$ cat src/rtl/bsync_pkg.sv
package bsync_pkg;

    localparam int NWIN   = 4;
    localparam int WIN_HB = 0;   // programmed horizontal blank
    localparam int WIN_HS = 1;   // programmed horizontal sync
    localparam int WIN_VS = 2;   // fixed vertical sync
    localparam int WIN_HW = 3;   // hardwired horizontal blank

    typedef struct packed {
        logic blank_en;
        logic var_sync_en;
        logic pol_true;
        logic ext_blank_en;
    } bsync_mode_t;

    typedef struct packed {
        logic hblank;
        logic hsync;
        logic vsync;
        logic hwblank;
    } bsync_flags_t;

    // stop match has priority over start match
    function automatic logic win_next(logic cur, logic at_start, logic at_stop);
        if (at_stop)       return 1'b0;
        else if (at_start) return 1'b1;
        else               return cur;
    endfunction

    // asserted level first, then polarity; line idles high
    function automatic logic line_level(bsync_flags_t f, bsync_mode_t m);
        logic asrt;
        if (m.blank_en)
            asrt = m.var_sync_en ? f.hsync : f.hblank;
        else
            asrt = f.hsync | f.vsync;
        return m.pol_true ? asrt : ~asrt;
    endfunction

endpackage

$ cat src/rtl/bsync_window.sv
module bsync_window #(
    parameter int W = 9
) (
    input  logic         clk,
    input  logic         rst,
    input  logic [W-1:0] pos,
    input  logic [W-1:0] start,
    input  logic [W-1:0] stop,
    output logic         active
);
    import bsync_pkg::*;

    logic at_start;
    logic at_stop;

    assign at_start = (pos == start);
    assign at_stop  = (pos == stop);

    always_ff @(posedge clk) begin
        if (rst) active <= 1'b0;
        else     active <= win_next(active, at_start, at_stop);
    end

    a_r2_start_sets: assert property (@(posedge clk) disable iff (rst)
        (pos == start && pos != stop) |=> active);

    a_r10_stop_wins: assert property (@(posedge clk) disable iff (rst)
        (pos == stop) |=> !active);

    a_r3_hold_between: assert property (@(posedge clk) disable iff (rst)
        (pos != start && pos != stop) |=> $stable(active));

endmodule

$ cat src/rtl/bsync_line_mux.sv
module bsync_line_mux (
    input  bsync_pkg::bsync_flags_t flags,
    input  bsync_pkg::bsync_mode_t  mode,
    output logic                    line
);
    import bsync_pkg::*;

    always_comb line = line_level(flags, mode);

endmodule

$ cat src/rtl/bsync_blank_gate.sv
module bsync_blank_gate #(
    parameter int PIX_W = 12
) (
    input  logic             line,
    input  logic             hw_window,
    input  logic             ext_en,
    input  logic [PIX_W-1:0] pix_in,
    output logic             blank,
    output logic [PIX_W-1:0] pix_out
);
    always_comb begin
        blank   = ext_en ? ~line : hw_window;
        pix_out = blank ? '0 : pix_in;
    end
endmodule

$ cat src/rtl/blank_sync_sel.sv
module blank_sync_sel #(
    parameter int HCNT_W         = 9,
    parameter int VCNT_W         = 9,
    parameter int PIX_W          = 12,
    parameter int HW_BLANK_START = 400,
    parameter int HW_BLANK_STOP  = 40,
    parameter int VSYNC_START    = 2,
    parameter int VSYNC_STOP     = 5
) (
    input  logic              clk,
    input  logic              rst,
    input  logic [HCNT_W-1:0] hcount,
    input  logic [VCNT_W-1:0] vcount,
    input  logic [HCNT_W-1:0] hblank_start,
    input  logic [HCNT_W-1:0] hblank_stop,
    input  logic [HCNT_W-1:0] hsync_start,
    input  logic [HCNT_W-1:0] hsync_stop,
    input  logic              blank_en,
    input  logic              var_sync_en,
    input  logic              sync_pol_true,
    input  logic              ext_blank_en,
    input  logic [PIX_W-1:0]  pix_in,
    output logic              hsync_n,
    output logic              vsync_n,
    output logic              csync_line,
    output logic              pix_blank,
    output logic [PIX_W-1:0]  pix_out
);
    import bsync_pkg::*;

    localparam int CW = (HCNT_W > VCNT_W) ? HCNT_W : VCNT_W;

    logic [CW-1:0]   w_pos   [NWIN];
    logic [CW-1:0]   w_start [NWIN];
    logic [CW-1:0]   w_stop  [NWIN];
    logic [NWIN-1:0] w_act;

    always_comb begin
        w_pos[WIN_HB]   = CW'(hcount);
        w_start[WIN_HB] = CW'(hblank_start);
        w_stop[WIN_HB]  = CW'(hblank_stop);
        w_pos[WIN_HS]   = CW'(hcount);
        w_start[WIN_HS] = CW'(hsync_start);
        w_stop[WIN_HS]  = CW'(hsync_stop);
        w_pos[WIN_VS]   = CW'(vcount);
        w_start[WIN_VS] = CW'(VSYNC_START);
        w_stop[WIN_VS]  = CW'(VSYNC_STOP);
        w_pos[WIN_HW]   = CW'(hcount);
        w_start[WIN_HW] = CW'(HW_BLANK_START);
        w_stop[WIN_HW]  = CW'(HW_BLANK_STOP);
    end

    for (genvar i = 0; i < NWIN; i++) begin : g_win
        bsync_window #(.W(CW)) u_win (
            .clk    (clk),
            .rst    (rst),
            .pos    (w_pos[i]),
            .start  (w_start[i]),
            .stop   (w_stop[i]),
            .active (w_act[i])
        );
    end

    bsync_flags_t flags;
    bsync_mode_t  mode;

    always_comb begin
        flags.hblank  = w_act[WIN_HB];
        flags.hsync   = w_act[WIN_HS];
        flags.vsync   = w_act[WIN_VS];
        flags.hwblank = w_act[WIN_HW];
        mode.blank_en     = blank_en;
        mode.var_sync_en  = var_sync_en;
        mode.pol_true     = sync_pol_true;
        mode.ext_blank_en = ext_blank_en;
    end

    bsync_line_mux u_mux (
        .flags (flags),
        .mode  (mode),
        .line  (csync_line)
    );

    bsync_blank_gate #(.PIX_W(PIX_W)) u_gate (
        .line      (csync_line),
        .hw_window (flags.hwblank),
        .ext_en    (mode.ext_blank_en),
        .pix_in    (pix_in),
        .blank     (pix_blank),
        .pix_out   (pix_out)
    );

    assign hsync_n = ~flags.hsync;
    assign vsync_n = ~flags.vsync;

    a_r2_normal_blank: assert property (@(posedge clk) disable iff (rst)
        (ext_blank_en && blank_en && !var_sync_en && !sync_pol_true)
            |-> (pix_blank == w_act[WIN_HB]));

    a_r6_sync_on_line: assert property (@(posedge clk) disable iff (rst)
        (!blank_en && !sync_pol_true && (!hsync_n || !vsync_n)) |-> !csync_line);

    a_r7_hardwired: assert property (@(posedge clk) disable iff (rst)
        !ext_blank_en |-> (pix_blank == w_act[WIN_HW]));

    a_r9_gate_zero: assert property (@(posedge clk) disable iff (rst)
        pix_blank |-> (pix_out == '0));

endmodule

$ cat config.mk
export PLATFORM = sky130hd
export DESIGN_NAME = blank_sync_sel
export DESIGN_NICKNAME = d
export VERILOG_FILES = /design/src/rtl/bsync_pkg.sv /design/src/rtl/bsync_window.sv /design/src/rtl/bsync_line_mux.sv /design/src/rtl/bsync_blank_gate.sv /design/src/rtl/blank_sync_sel.sv
export SDC_FILE = /design/constraint.sdc
export NUM_CORES = 1
export LEC_CHECK = 0
export ABC_AREA = 1
export CAP_MARGIN = 20
export CORE_MARGIN = 2
export CORE_UTILIZATION = 31
export CTS_CLUSTER_DIAMETER = 40
export CTS_CLUSTER_SIZE = 14
export DETAILED_ROUTE_END_ITERATION = 6
export MAX_ROUTING_LAYER = met4
export PLACE_DENSITY = 0.88
export SYNTH_ARGS = -nofsm -noshare
export SYNTH_HDL_FRONTEND = slang
export SYNTH_SLANG_ARGS = --single-unit
$ cat constraint.sdc
create_clock -name clk -period 1.6 [get_ports clk]
set_clock_uncertainty 0.2 [all_clocks]
set_input_delay 0.16 -clock clk [delete_from_list [all_inputs] [get_ports clk]]
set_output_delay 0.16 -clock clk [all_outputs]
set_load 0.005 [all_outputs]
=== Yosys cells after proc, flatten, opt, wreduce, memory -nomap -nowiden ===
Index checks and enable logic that the tools add are counted.

* Add/subtract/negate cells: 0
* Multiply operators: 0
* Div/mod/pow operators: 0
* $lt $le $gt $ge: 0
* Eq/ne operators: 8
* Shifts and indexed selects: 0
* Mux-type cells: 5
* Bitwise gates (word level): 5
* Reductions and logical operators: 4

{| class="wikitable"
|+ Operators with widths
! kind !! number
|-
| == test 9 bit || 4
|-
| 2-to-1 mux 12 bit || 1
|-
| == test 9 x 2 -> 1 bit, second input constant || 1
|-
| == test 9 x 3 -> 1 bit, second input constant || 1
|-
| == test 9 x 6 -> 1 bit, second input constant || 1
|-
| == test 9 bit, second input constant || 1
|-
| OR reduction 2 bit || 4
|-
| 2-to-1 mux 1 bit || 4
|-
| NOT 1 bit || 4
|-
| OR 1 bit || 1
|}

* Register bits: 4
* Latch bits: 0
* RAM bits: 0
* Bits in read-only memories: 0
* Input bits: 72
* Output and inout port bits: 16
* Word-level logic and storage cells: 26
* Memories kept: 0

=== Depth between registers and ports, before layout ===
Gate-level depths: netlist of run 1.

* Depth in word-level cells: 7
* Mapped depth: 9
* Mapped depth without buffers: 8

=== Modules after synthesis ===
A second synthesis of run 1 with hierarchy kept.

* Cells, all modules: 319
* Area, all modules: 1,519.0 um2

{| class="wikitable"
|+ By module, submodules not included
! module !! instances !! cells an instance !! area each (um2)
|-
| bsync_window || 4 || 67 || 320.3
|-
| bsync_blank_gate || 1 || 30 || 152.6
|-
| bsync_line_mux || 1 || 17 || 70.1
|-
| blank_sync_sel || 1 || 4 || 15.0
|}

=== Worst setup path before layout of run 1 ===
OpenSTA, ideal clock, no wires.

* Kind: register to output
* Start: register g_win[1].u_win.active
* End: output port pix_out[0]
* Data arrival time: 1,000 ps
* Slack: 240 ps
* Stages on the path, launching flop included: 9
* Cells stage by stage: dfxtp_1 -> nand2_1 -> nand3_1 -> nand2_1 -> nand2_1 -> nand2_2 -> a21oi_4 -> buf_6 -> nor2_1

* Cells in the longest elaborated chain, start to end: 7
* Elaborated cells on any way between the ends: 8
* Those cells by class: 5 x mux; 3 x bitwise

{| class="wikitable"
|+ RTL lines
! item !! line !! source
|-
| start, declared || bsync_window.sv:9 || <nowiki>output logic active</nowiki>
|-
| start signal, assigned || bsync_window.sv:21 || <nowiki>else active <= win_next(active, at_start, at_stop);</nowiki>
|-
| OR 1 bit or 2-to-1 mux 1 bit (tied branches) || bsync_pkg.sv:36, bsync_pkg.sv:34 ||
|-
| 2-to-1 mux 1 bit (*) || bsync_pkg.sv:33 || <nowiki>if (m.blank_en)</nowiki>
|-
| NOT 1 bit || bsync_pkg.sv:37 || <nowiki>return m.pol_true ? asrt : ~asrt;</nowiki>
|-
| 2-to-1 mux 1 bit (*) || bsync_pkg.sv:37 ||
|-
| net csync_line || blank_sync_sel.sv:25 || <nowiki>output logic csync_line,</nowiki>
|-
| NOT 1 bit (*) || bsync_blank_gate.sv:12 || <nowiki>blank = ext_en ? ~line : hw_window;</nowiki>
|-
| 2-to-1 mux 1 bit (*) || bsync_blank_gate.sv:12 ||
|-
| net pix_blank || blank_sync_sel.sv:26 || <nowiki>output logic pix_blank,</nowiki>
|-
| 2-to-1 mux 12 bit (*) || bsync_blank_gate.sv:13 || <nowiki>pix_out = blank ? '0 : pix_in;</nowiki>
|-
| end, declared || blank_sync_sel.sv:27 || <nowiki>output logic [PIX_W-1:0] pix_out</nowiki>
|}

The timed path passes the listed nets; every way through them passes the cells marked *.

=== Final worst setup path of run 1 ===
* Start: register g_win[1].u_win.active
* End: output port pix_out[7]

* Cells in the longest elaborated chain, start to end: 7
* Elaborated cells on any way between the ends: 8
* Those cells by class: 5 x mux; 3 x bitwise

{| class="wikitable"
|+ RTL lines
! item !! line
|-
| OR 1 bit or 2-to-1 mux 1 bit (tied branches) || bsync_pkg.sv:36, bsync_pkg.sv:34
|-
| 2-to-1 mux 1 bit (*) || bsync_pkg.sv:33
|-
| NOT 1 bit || bsync_pkg.sv:37
|-
| 2-to-1 mux 1 bit (*) || bsync_pkg.sv:37
|-
| NOT 1 bit (*) || bsync_blank_gate.sv:12
|-
| 2-to-1 mux 1 bit (*) || bsync_blank_gate.sv:12
|-
| 2-to-1 mux 12 bit (*) || bsync_blank_gate.sv:13
|}

Mark *: on every way between the ends. The rest lies on a longest branch, timed or not.

==> out/results.tsv, run 1 <==
stage	metric	value	unit
run_status	outcome	finished with violations	
run_status	violations	negative setup slack	
sta	drv_slew	0	
clock_network	cts_tree	done	
clock_network	cts.sinks	4	
routing	wl_per_cell	9.80	um
floorplan	fp.coreArea	2980	um^2
critical_path	crit_fanout	5	
cells_and_area	syn_to_final_growth	114	%
floorplan	start_util	31.9	%
routing	drc	0	
synth	yosysWarnings	0	
cells_and_area	regArea	81.3	um^2
routing	drt_pre_antenna_iters	4	
pwr	p_leak	1.10	nW
global_routing	antenna_found_initial	0	
cells_and_area	n_antenna_cell	0	
floorplan	fp-row-count	20	
critical_path	path_cells	inv_2 -> nand3b_1 -> nand2_1 -> nand2_2 -> nand2_4 -> a21oi_4 -> buf_6 -> nor2_1 -> buf_2	
worst_hold_path	worst_hold_path_type	flip-flop to flip-flop	
pwr	pwr-share-clk	17.8	%
routing	vias_per_cell	4.34	
cells_and_area	mostFrequentLayoutCell	clkdlybuf4s50_1	
floorplan	pin_count	88	
clock_network	numCtsBuffers	3	
cells_and_area	regMostFlops	g_win.u_win.active	
critical_path	startpoint_type	flip-flop	
synth	ys_ff_latch	4	
pwr	peakVddDrop	0.196	mV
cells_and_area	largest_register_ffs	4	
pwr	switching_share	30.5	%
synth	seq_area_frac_synth	8.42	%
cells_and_area	drive_gt1_share	17.4	%
placement	place_area	2000	um^2
cells_and_area	top_regs	g_win.u_win.active (4)	
floorplan	die_w	59.4	um
cells_and_area	multi_input_area	696	um^2
cells_and_area	layout.cells.most_common_list	70 x clkdlybuf4s50_1, 66 x nand2_1, 42 x inv_1, 36 x nor2_1, 25 x buf_4	
placement	port_buffers	87	
clock_network	clk_latency	0.23	ns
sta	slew_headroom	82.0	%
floorplan	die_h	59.4	um
clock_network	root_buffer	clkbuf_4	
sta	fmax	571	MHz
critical_path	worstPathRequired	1.24	ns
global_routing	grt_use_total	19.6	%
routing	vias	1489	
floorplan	die-area	3530	um^2
critical_path	end_kind	output pin	
synth	synth_fp_nets	269	
global_routing	grt_pass1_vias	1362	
routing	drt_iter0_drc	36	
pwr	p_comb_share	67.2	%
sta	finalCritPeriodShare	110	%
routing	ant_nets	0	
global_routing	grt_remaining_overflow	0	
routing	drt-total-wl	3360	um
synth	synthCells	197	
pwr	p_int	0.469	mW
sta	fin_ws	-0.153	ns
flow_run	max-cap-violations	0	
sta	grt_setup_unrepaired	true	
placement	gp_congestion	0.834	
critical_path	crit_buf_inv	3	
synth	syn_avg_cell_area	4.83	um^2
global_routing	grt_max_degree	6	
sta	period_minus_slack	1.75	ns
sta	tightest_slew	0.268	ns
synth	synthDistinctLibCells	19	
cells_and_area	fin_area	2040	um^2
critical_path	cp_top_family	flip-flops	
sta	hold_violations	0	
clock_network	htreeDepth	1	
cells_and_area	nNetsFinal	384	
clock_network	path_clk_slew	0.04	ns
pwr	p_switching	0.206	mW
global_routing	grt_pass1_wl	5230	um
critical_path	crit_arrival	1.39	ns
critical_path	slowest_delay	0.34	ns
pwr	power_density	332	nW/um^2
synth	netlist_area	951	um^2
clock_network	cts_max_path_buffers	2	
cells_and_area	fill_cells	279	
critical_path	slowest_stage	dfxtp_2	
sta	setup_viol	14	
critical_path	worstSetupPathType	flip-flop to output pin	
pwr	power.total	0.675	mW
pwr	seqPwrFrac	15.0	%
cells_and_area	fin_util	68.4	%
placement	dp_hpwl	2870	um
==> synth_stat cells (all sizes together) <==
cell / instances / area, um^2
nor3: 2 / 10.0
a21oi: 2 / 21.3
clkbuf: 2 / 10.0
nand3: 9 / 45.0
nand4: 1 / 6.26
nor4: 2 / 12.5
o21ai: 4 / 20.0
xor2: 6 / 52.6
dfxtp: 4 / 80.1
xnor2: 10 / 87.6
buf: 3 / 21.3
nor2: 38 / 143
nand2: 68 / 258
nand3b: 3 / 22.5
inv: 43 / 161
==> metal layers <==
layer	wire length (um)	global-route usage [%]	share of wire [%]
met4	37	4.87	1.1
met1	1280	19.6	38
met5	0	-	0
met2	1720	37.5	51
met3	332	4.37	9.9
==> kinds of logic (layout without fill, tap and decap cells) <==
logic type | after synthesis | in the layout | synth area share [%]
buffers and inverters | 48 | 161 | 20.3
xor gates and xnor gates | 16 | 16 | 14.7
and+or+nand+nor | 123 | 123 | 52.2
AOI/OAI and AO/OA | 6 | 6 | 4.34
DFF | 4 | 4 | 8.42
==> metrics by stage <==
| step | setup slack (ns) | TNS, ns | cells | hold slack, ns |
|---|---|---|---|---|
| 2_1_floorplan | 0.240 | 0 | 197 | 0.142 |
| 3_3_place_gp | -0.546 | -7.34 | 335 | 0.251 |
| 3_5_place_dp | -0.604 | -7.90 | 335 | 0.261 |
| 4_1_cts | -0.179 | -2.15 | 341 | 0.269 |
| 5_1_grt | -0.258 | -3.37 | 343 | 0.299 |
| 6_report | -0.153 | -1.92 | 343 | 0.260 |
==> power by group through the flow <==
stage | logic (mW) | clock network [mW] | registers, mW
final | 0.454 | 0.120 | 0.101
after global routing | 0.498 | 0.141 | 0.101
after CTS | 0.445 | 0.124 | 0.101
after detailed placement | 0.453 | 0 | 0.103
after global placement | 0.443 | 0 | 0.103
after floorplan | 0.159 | 0 | 0.103
==> timing repair <==
item	4_1_cts	5_1_grt
pin swaps	7	4
gates resized for setup	67	5
endpoints found under the hold margin	0	0
hold buffers	0	0
setup buffers	2	2
endpoints found under the setup margin	14	14
gates cloned	1	0
==> path summary, 6_finish.rpt <==
kind                                      startpoint                                  to  slack [ns]  depth (start not counted)
setup / recovery  g_win[1].u_win.active$_SDFFE_PP0N_                          pix_out[7]       -0.15                          9
setup reg to reg  g_win[1].u_win.active$_SDFFE_PP0N_  g_win[1].u_win.active$_SDFFE_PP0N_        0.71                          3
hold reg to reg   g_win[2].u_win.active$_SDFFE_PP0N_  g_win[2].u_win.active$_SDFFE_PP0N_        0.26                          2
hold / removal    g_win[2].u_win.active$_SDFFE_PP0N_  g_win[2].u_win.active$_SDFFE_PP0N_        0.26                          2
==> tightest hold or removal path: stages, from the launching register on <==
cell and delay [ns]:
dfxtp_1 0.31, nor2_1 0.04, nor2_1 0.07
==> final cells by class <==
| class | instances | share of cell area (%) |
|---|---|---|
| inverters | 43 | 7.93 |
| multi-input cells | 145 | 34.2 |
| well taps | 33 | 2.03 |
| clock buffers | 3 | 1.11 |
| flip-flops and latches | 4 | 4.00 |
| repair buffers | 115 | 50.8 |
Power figures use the tool's default switching activity.
==> run 2, diff against run 1 <==
Clock period 1.6 ns to 1.87 ns, I/O delays scaled along.
==> run 2 against run 1 <==
The run now ends clean. Power is 16% lower. Critical path depth rose by 1. Register-to-register slack better by 0.37 ns. Clock-buffer cell count is the same. Sequential power down 14%. Sequential share of layout area is 0.27 points higher. Highest routed layer unchanged. Non-clock buffer count decreased by 16.
==> out/results.tsv, run 2 (synthesis results as in run 1) <==
stage	metric	value	unit	change
run_status	outcome	finished, final reports clean		
critical_path	end_kind	output pin		
clock_network	path_clk_slew	0.04	ns	about the same
floorplan	die-area	3530	um^2	unchanged
pwr	power.total	0.566	mW	-16%
clock_network	numCtsBuffers	3		unchanged
critical_path	startpoint_type	flip-flop		
clock_network	clk_latency	0.25	ns	+0.02 ns
critical_path	r2r-start	g_win[3].u_win.active$_SDFFE_PP0N_		
global_routing	grt_max_degree	7		+1
floorplan	pin_count	88		unchanged
sta	fmax	536	MHz	
pwr	switching_share	32.1	%	+1.6 points
routing	drt_iter0_drc	43		+19%
routing	drt_pre_antenna_iters	4		unchanged
global_routing	grt_remaining_overflow	0		unchanged
sta	tightest_slew	0.324	ns	+0.0558 ns
global_routing	grt_pass1_vias	1297		-4.8%
critical_path	r2r_cells	2		-1
critical_path	r2r-end	g_win[3].u_win.active$_SDFFE_PP0N_		
critical_path	worstSetupPathType	flip-flop to output pin		
placement	gp_congestion	0.875		+4.9%
cells_and_area	drive_gt1_share	12.6	%	-4.8 points
routing	drc	0		unchanged
pwr	p_leak	1.01	nW	-7.7%
floorplan	die_h	59.4	um	unchanged
pwr	pwr-share-clk	20.2	%	+2.4 points
clock_network	htreeDepth	1		unchanged
pwr	p_switching	0.182	mW	-12%
sta	setup_viol	0		-14
routing	vias_per_cell	4.42		+1.7%
cells_and_area	largest_register_ffs	4		unchanged
critical_path	crit_fanout	3		-2
pwr	peakVddDrop	0.124	mV	-37%
cells_and_area	n_antenna_cell	0		unchanged
floorplan	die_w	59.4	um	unchanged
routing	ant_nets	0		unchanged
routing	vias	1444		-3.0%
worst_hold_path	whs_endpoint	g_win[2].u_win.active$_SDFFE_PP0N_		
pwr	p_int	0.384	mW	-18%
sta	slew_headroom	78.3	%	-3.6 points
pwr	power_density	297	nW/um^2	-11%
clock_network	cts_tree	done		
floorplan	start_util	31.9	%	unchanged
sta	fin_ws	0.00466	ns	+0.157 ns
cells_and_area	mostFrequentLayoutCell	clkdlybuf4s50_1		
sta	period_minus_slack	1.87	ns	
sta	hold_violations	0		unchanged
worst_hold_path	worst_hold_path_type	flip-flop to flip-flop		
placement	dp_hpwl	2830	um	-1.5%
worst_hold_path	hold_depth	2		unchanged
critical_path	crit_arrival	1.48	ns	+0.09 ns
global_routing	grt_pass1_wl	5230	um	unchanged
clock_network	root_buffer	clkbuf_4		
sta	drv_slew	0		unchanged
flow_run	max-cap-violations	0		unchanged
cells_and_area	regMostFlops	g_win.u_win.active		
clock_network	cts.sinks	4		unchanged
sta	grt_setup_unrepaired	true		
pwr	p_comb_share	64.5	%	-2.7 points
routing	wl_per_cell	10.1	um	+2.6%
floorplan	fp.coreArea	2980	um^2	unchanged
routing	drt-total-wl	3290	um	-2.2%
cells_and_area	fin_util	64.1	%	-4.3 points
critical_path	r2r_slack	1.08	ns	+0.37 ns
global_routing	antenna_found_initial	0		unchanged
critical_path	slowest_delay	0.34	ns	about the same
floorplan	fp-row-count	20		unchanged
worst_hold_path	min_from	g_win[2].u_win.active$_SDFFE_PP0N_		
cells_and_area	top_regs	g_win.u_win.active (4)		
sta	finalCritPeriodShare	99.8	%	
placement	port_buffers	87		unchanged
cells_and_area	fin_area	1910	um^2	-6.3%
critical_path	path_cells	inv_2 -> nand3b_1 -> nand2_1 -> nand2_1 -> nand2_2 -> a21oi_4 -> buf_6 -> buf_6 -> nor2_2 -> buf_2		
cells_and_area	nNetsFinal	368		-4.2%
sta	holdWs	0.262	ns	+0.00220 ns
placement	pre_cts_slack	-0.378	ns	+0.226 ns
critical_path	slowest_stage	dfxtp_2		
cells_and_area	layout.cells.most_common_list	71 x clkdlybuf4s50_1, 67 x nand2_1, 42 x inv_1, 33 x nor2_1		
critical_path	worstPathRequired	1.48	ns	+0.24 ns
pwr	seqPwrFrac	15.3	%	+0.3 points
cells_and_area	syn_to_final_growth	101	%	
global_routing	grt_use_total	19.9	%	+0.38 points
placement	place_area	1900	um^2	-5.2%
clock_network	cts_max_path_buffers	2		unchanged
[run 2: final cells by class]
class	count	area, um^2
clock buffer	3	22.5
multi-input combinational	145	691
timing repair buffer	99	911
inverter	43	161
sequential	4	81.3
fill	290	1070
tap	33	41.3
[run 2: what timing repair did]
action                                  CTS  global route
endpoints found under the setup margin   14            13
hold buffers                              0             0
pin swaps                                 4             1
buffers inserted                          2             0
cloned                                    1             0
resized for setup                        55             8
[run 2: routing by layer]
metal | up-vias | global-route usage (%) | wire, um
met3 | 7 | 3.49 | 287
li1 | 768 | - | -
met5 | - | - | 0
met2 | 70 | 35.5 | 1610
met1 | 599 | 21.4 | 1310
met4 | 0 | 8.77 | 74
[run 2: per-stage QoR]
stage | cells | TNS (ns)
2_1_floorplan | 197 | 0
3_3_place_gp | 321 | -4.25
3_5_place_dp | 321 | -4.69
4_1_cts | 327 | -0.111
5_1_grt | 327 | -0.647
6_report | 327 | 0
[run 2: how the worst max path moves through the flow]
stage                                       startpoint    endpoint  slack (ns)  cells after the start
global route        g_win[1].u_win.active$_SDFFE_PP0N_  pix_out[9]       -0.12                     10
CTS                 g_win[1].u_win.active$_SDFFE_PP0N_  pix_out[3]       -0.03                      9
finish              g_win[1].u_win.active$_SDFFE_PP0N_  pix_out[5]       0.005                     10
detailed placement                         var_sync_en  pix_out[3]       -0.38                     11
global placement                           var_sync_en  pix_out[6]       -0.33                     11
floorplan           g_win[1].u_win.active$_SDFFE_PP0N_  pix_out[0]        0.48                      8
[run 2: power by group through the flow]
stage	Sequential, mW	Clock (mW)	Combinational (mW)
2_1_floorplan	0.0877	0	0.136
3_3_place_gp	0.0878	0	0.362
3_5_place_dp	0.0878	0	0.369
4_1_cts	0.0865	0.118	0.365
5_1_grt	0.0864	0.124	0.402
6_report	0.0865	0.114	0.365
[run 2: critical path: cells and delay by family, from the launching register on]
family	cells	cell delay (ns)
DFF	1	0.34
and+or+nand+nor	5	0.31
AOI/OAI and AO/OA	1	0.18
buffers and inverters	4	0.39
==> run 3, diff against run 2 <==
Settings changed: CORE_UTILIZATION 31 to 27, PLACE_DENSITY 0.88 to 0.78.
==> run 3 against run 2 <==
Maximum frequency is 4.1% lower. Largest cell class unchanged. The flow now finishes with violations (negative setup slack). Critical endpoint is now pix_out[2]. Worst hold slack improved by 0.0035 ns. Cell area rose by 2.8%. Sequential share of layout area fell by 0.050 points. Critical path depth up 1. First-iteration DRC count rose by 12%. Highest routed layer unchanged. Largest power group unchanged. Core utilization down 5.8 points. Global-route usage decreased by 2.6 points. Worst setup slack worse by 0.080 ns.
==> out/results.tsv, run 3 (synthesis results as in run 1) <==
stage	metric	value	unit	change
sta	drv_slew	0		unchanged
global_routing	grt_remaining_overflow	0		unchanged
cells_and_area	mostFrequentLayoutCell	clkdlybuf4s50_1		
clock_network	cts_hold_buf	0		unchanged
flow_run	max-cap-violations	0		unchanged
routing	drc	0		unchanged
placement	gp_congestion	0.868		-0.78%
floorplan	pin_count	88		unchanged
critical_path	worstPathRequired	1.48	ns	about the same
routing	vias_per_cell	4.14		-6.2%
placement	place_area	1900	um^2	about the same
worst_hold_path	hold_depth	2		unchanged
clock_network	cts_max_path_buffers	2		unchanged
sta	fin_ws	-0.0757	ns	-0.0804 ns
routing	drt_pre_antenna_iters	4		unchanged
critical_path	r2r_cells	3		+1
clock_network	numCtsBuffers	3		unchanged
sta	finalSetupTns	-0.126	ns	-0.126 ns
pwr	p_leak	1.03	nW	+1.6%
critical_path	path_cells	inv_2 -> nand3b_1 -> nand2_1 -> nand2_1 -> nand2_2 -> a21oi_4 -> buf_6 -> buf_12 -> buf_6 -> nor2_4 -> buf_2		
routing	ant_nets	0		unchanged
floorplan	fp-row-count	21		+5.0%
clock_network	cts.sinks	4		unchanged
placement	dp_hpwl	2900	um	+2.5%
worst_hold_path	whs_endpoint	g_win[2].u_win.active$_SDFFE_PP0N_		
critical_path	r2r-end	g_win[0].u_win.active$_SDFFE_PP0N_		
critical_path	worstSetupPathType	flip-flop to output pin		
critical_path	crit_buf_inv	5		+1
cells_and_area	fill_cells	361		+24%
pwr	power_density	289	nW/um^2	-2.7%
floorplan	fp.coreArea	3360	um^2	+13%
routing	drt_iter0_drc	48		+12%
clock_network	root_buffer	clkbuf_4		
critical_path	slowest_stage	dfxtp_2		
cells_and_area	nNetsFinal	369		+0.27%
cells_and_area	syn_to_final_growth	106	%	
cells_and_area	top_regs	g_win.u_win.active (4)		
placement	pre_cts_slack	-0.409	ns	-0.0310 ns
sta	slew_headroom	78.8	%	+0.50 points
cells_and_area	fin_area	1960	um^2	+2.8%
routing	drt-total-wl	3420	um	+4.1%
worst_hold_path	worst_hold_path_type	flip-flop to flip-flop		
floorplan	start_util	28.3	%	-3.7 points
global_routing	grt_max_degree	7		unchanged
cells_and_area	regMostFlops	g_win.u_win.active		
cells_and_area	drive_gt1_share	12.5	%	-0.043 points
cells_and_area	layout.cells.most_common_list	71 x clkdlybuf4s50_1, 67 x nand2_1, 42 x inv_1, 35 x nor2_1, 12 x buf_2		
routing	wl_per_cell	10.0	um	-0.17%
worst_hold_path	min_from	g_win[2].u_win.active$_SDFFE_PP0N_		
cells_and_area	largest_register_ffs	4		unchanged
critical_path	end_kind	output pin		
clock_network	path_clk_slew	0.04	ns	about the same
sta	setup_viol	2		+2
critical_path	r2r-start	g_win[0].u_win.active$_SDFFE_PP0N_		
sta	tightest_slew	0.316	ns	-0.00749 ns
cells_and_area	n_antenna_cell	0		unchanged
clock_network	htreeDepth	1		unchanged
floorplan	die_h	63.3	um	+6.7%
pwr	peakVddDrop	0.0946	mV	-24%
sta	grt_setup_unrepaired	true		
floorplan	die_w	63.3	um	+6.7%
global_routing	antenna_found_initial	0		unchanged
critical_path	crit_arrival	1.56	ns	+0.08 ns
global_routing	grt_pass1_wl	5510	um	+5.3%
floorplan	die-area	4010	um^2	+14%
global_routing	grt_pass1_vias	1340		+3.3%
placement	port_buffers	87		unchanged
placement	placed_cells	332		+3.4%
sta	finalCritPeriodShare	104	%	+4.3 points
critical_path	slowest_delay	0.32	ns	-0.02 ns
cells_and_area	stdcell_count	341		+4.3%
global_routing	grt_use_total	17.3	%	-2.6 points
sta	period_minus_slack	1.95	ns	+0.0804 ns
routing	vias	1412		-2.2%
critical_path	cp_top_family	buffers and inverters		
run_status	violations	negative setup slack		
critical_path	crit_fanout	6		+3
critical_path	r2r_slack	1.01	ns	-0.07 ns
clock_network	clk_latency	0.24	ns	about the same
run_status	outcome	finished with violations		
clock_network	cts_tree	done		
sta	hold_violations	0		unchanged
critical_path	startpoint_type	flip-flop		
sta	fmax	514	MHz	-4.1%
-- run 3: cell types whose count changed in the layout (fill, tap and decap cells not counted), sizes merged --
| cell | delta |
|---|---|
| buf | +3 |
| clkbuf | -3 |
| dlygate4sd2 | +1 |
-- run 3: through the flow --
stage,total power [mW],util [%],hold slack [ns]
after floorplan,0.223,-,0.169
after global routing,0.611,58.3,0.289
final,0.566,58.3,0.265
after CTS,0.572,58.1,0.271
after global placement,0.444,56.5,0.254
after detailed placement,0.450,56.5,0.262
-- run 3: how the worst max path moves through the flow --
stage / from / end / slack (ns) / cells after the start
finish: g_win[1].u_win.active$_SDFFE_PP0N_ / pix_out[2] / -0.08 / 11
CTS: g_win[1].u_win.active$_SDFFE_PP0N_ / pix_out[2] / -0.06 / 11
global route: g_win[1].u_win.active$_SDFFE_PP0N_ / pix_out[2] / -0.14 / 11
detailed placement: var_sync_en / pix_blank / -0.41 / 8
global placement: var_sync_en / pix_blank / -0.37 / 8
floorplan: g_win[1].u_win.active$_SDFFE_PP0N_ / pix_out[0] / 0.48 / 8
-- run 3: layer usage --
layer  GRT usage, %  part of all wire [%]  up-vias
li1               -                     -      768
met1           19.3                    41      585
met2           31.6                    50       57
met3           3.39                   8.4        2
met4           4.08                  0.73        0
met5              -                     0        -
-- run 3: report_power, final --
part           internal [mW]  leakage (nW)  switching, mW  total, mW
clock network         0.0719        0.0138         0.0372      0.109
logic                  0.228         0.982          0.142      0.370
registers             0.0862        0.0332       0.000289     0.0865
total                  0.387          1.03          0.179      0.566
-- run 3: final cells by class --
cell class | count | area, um^2 | area share, %
multi-input combinational | 145 | 706 | 36.0
clock buffer | 3 | 22.5 | 1.15
sequential | 4 | 82.6 | 4.21
tap | 46 | 57.6 | 2.94
inverter | 43 | 161 | 8.23
timing repair buffer | 100 | 931 | 47.5
-- run 3: worst register-to-register path, stage by stage (launching register included) --
cell     delay, ns
dfxtp_2       0.31
buf_4         0.12
nor2_1        0.09
nor2_1        0.04
-- run 3: what timing repair did --
action	in CTS	in global routing
setup endpoints to repair	14	13
buffers inserted	5	1
pin swaps	4	6
resized for setup	60	6
gates cloned	1	0
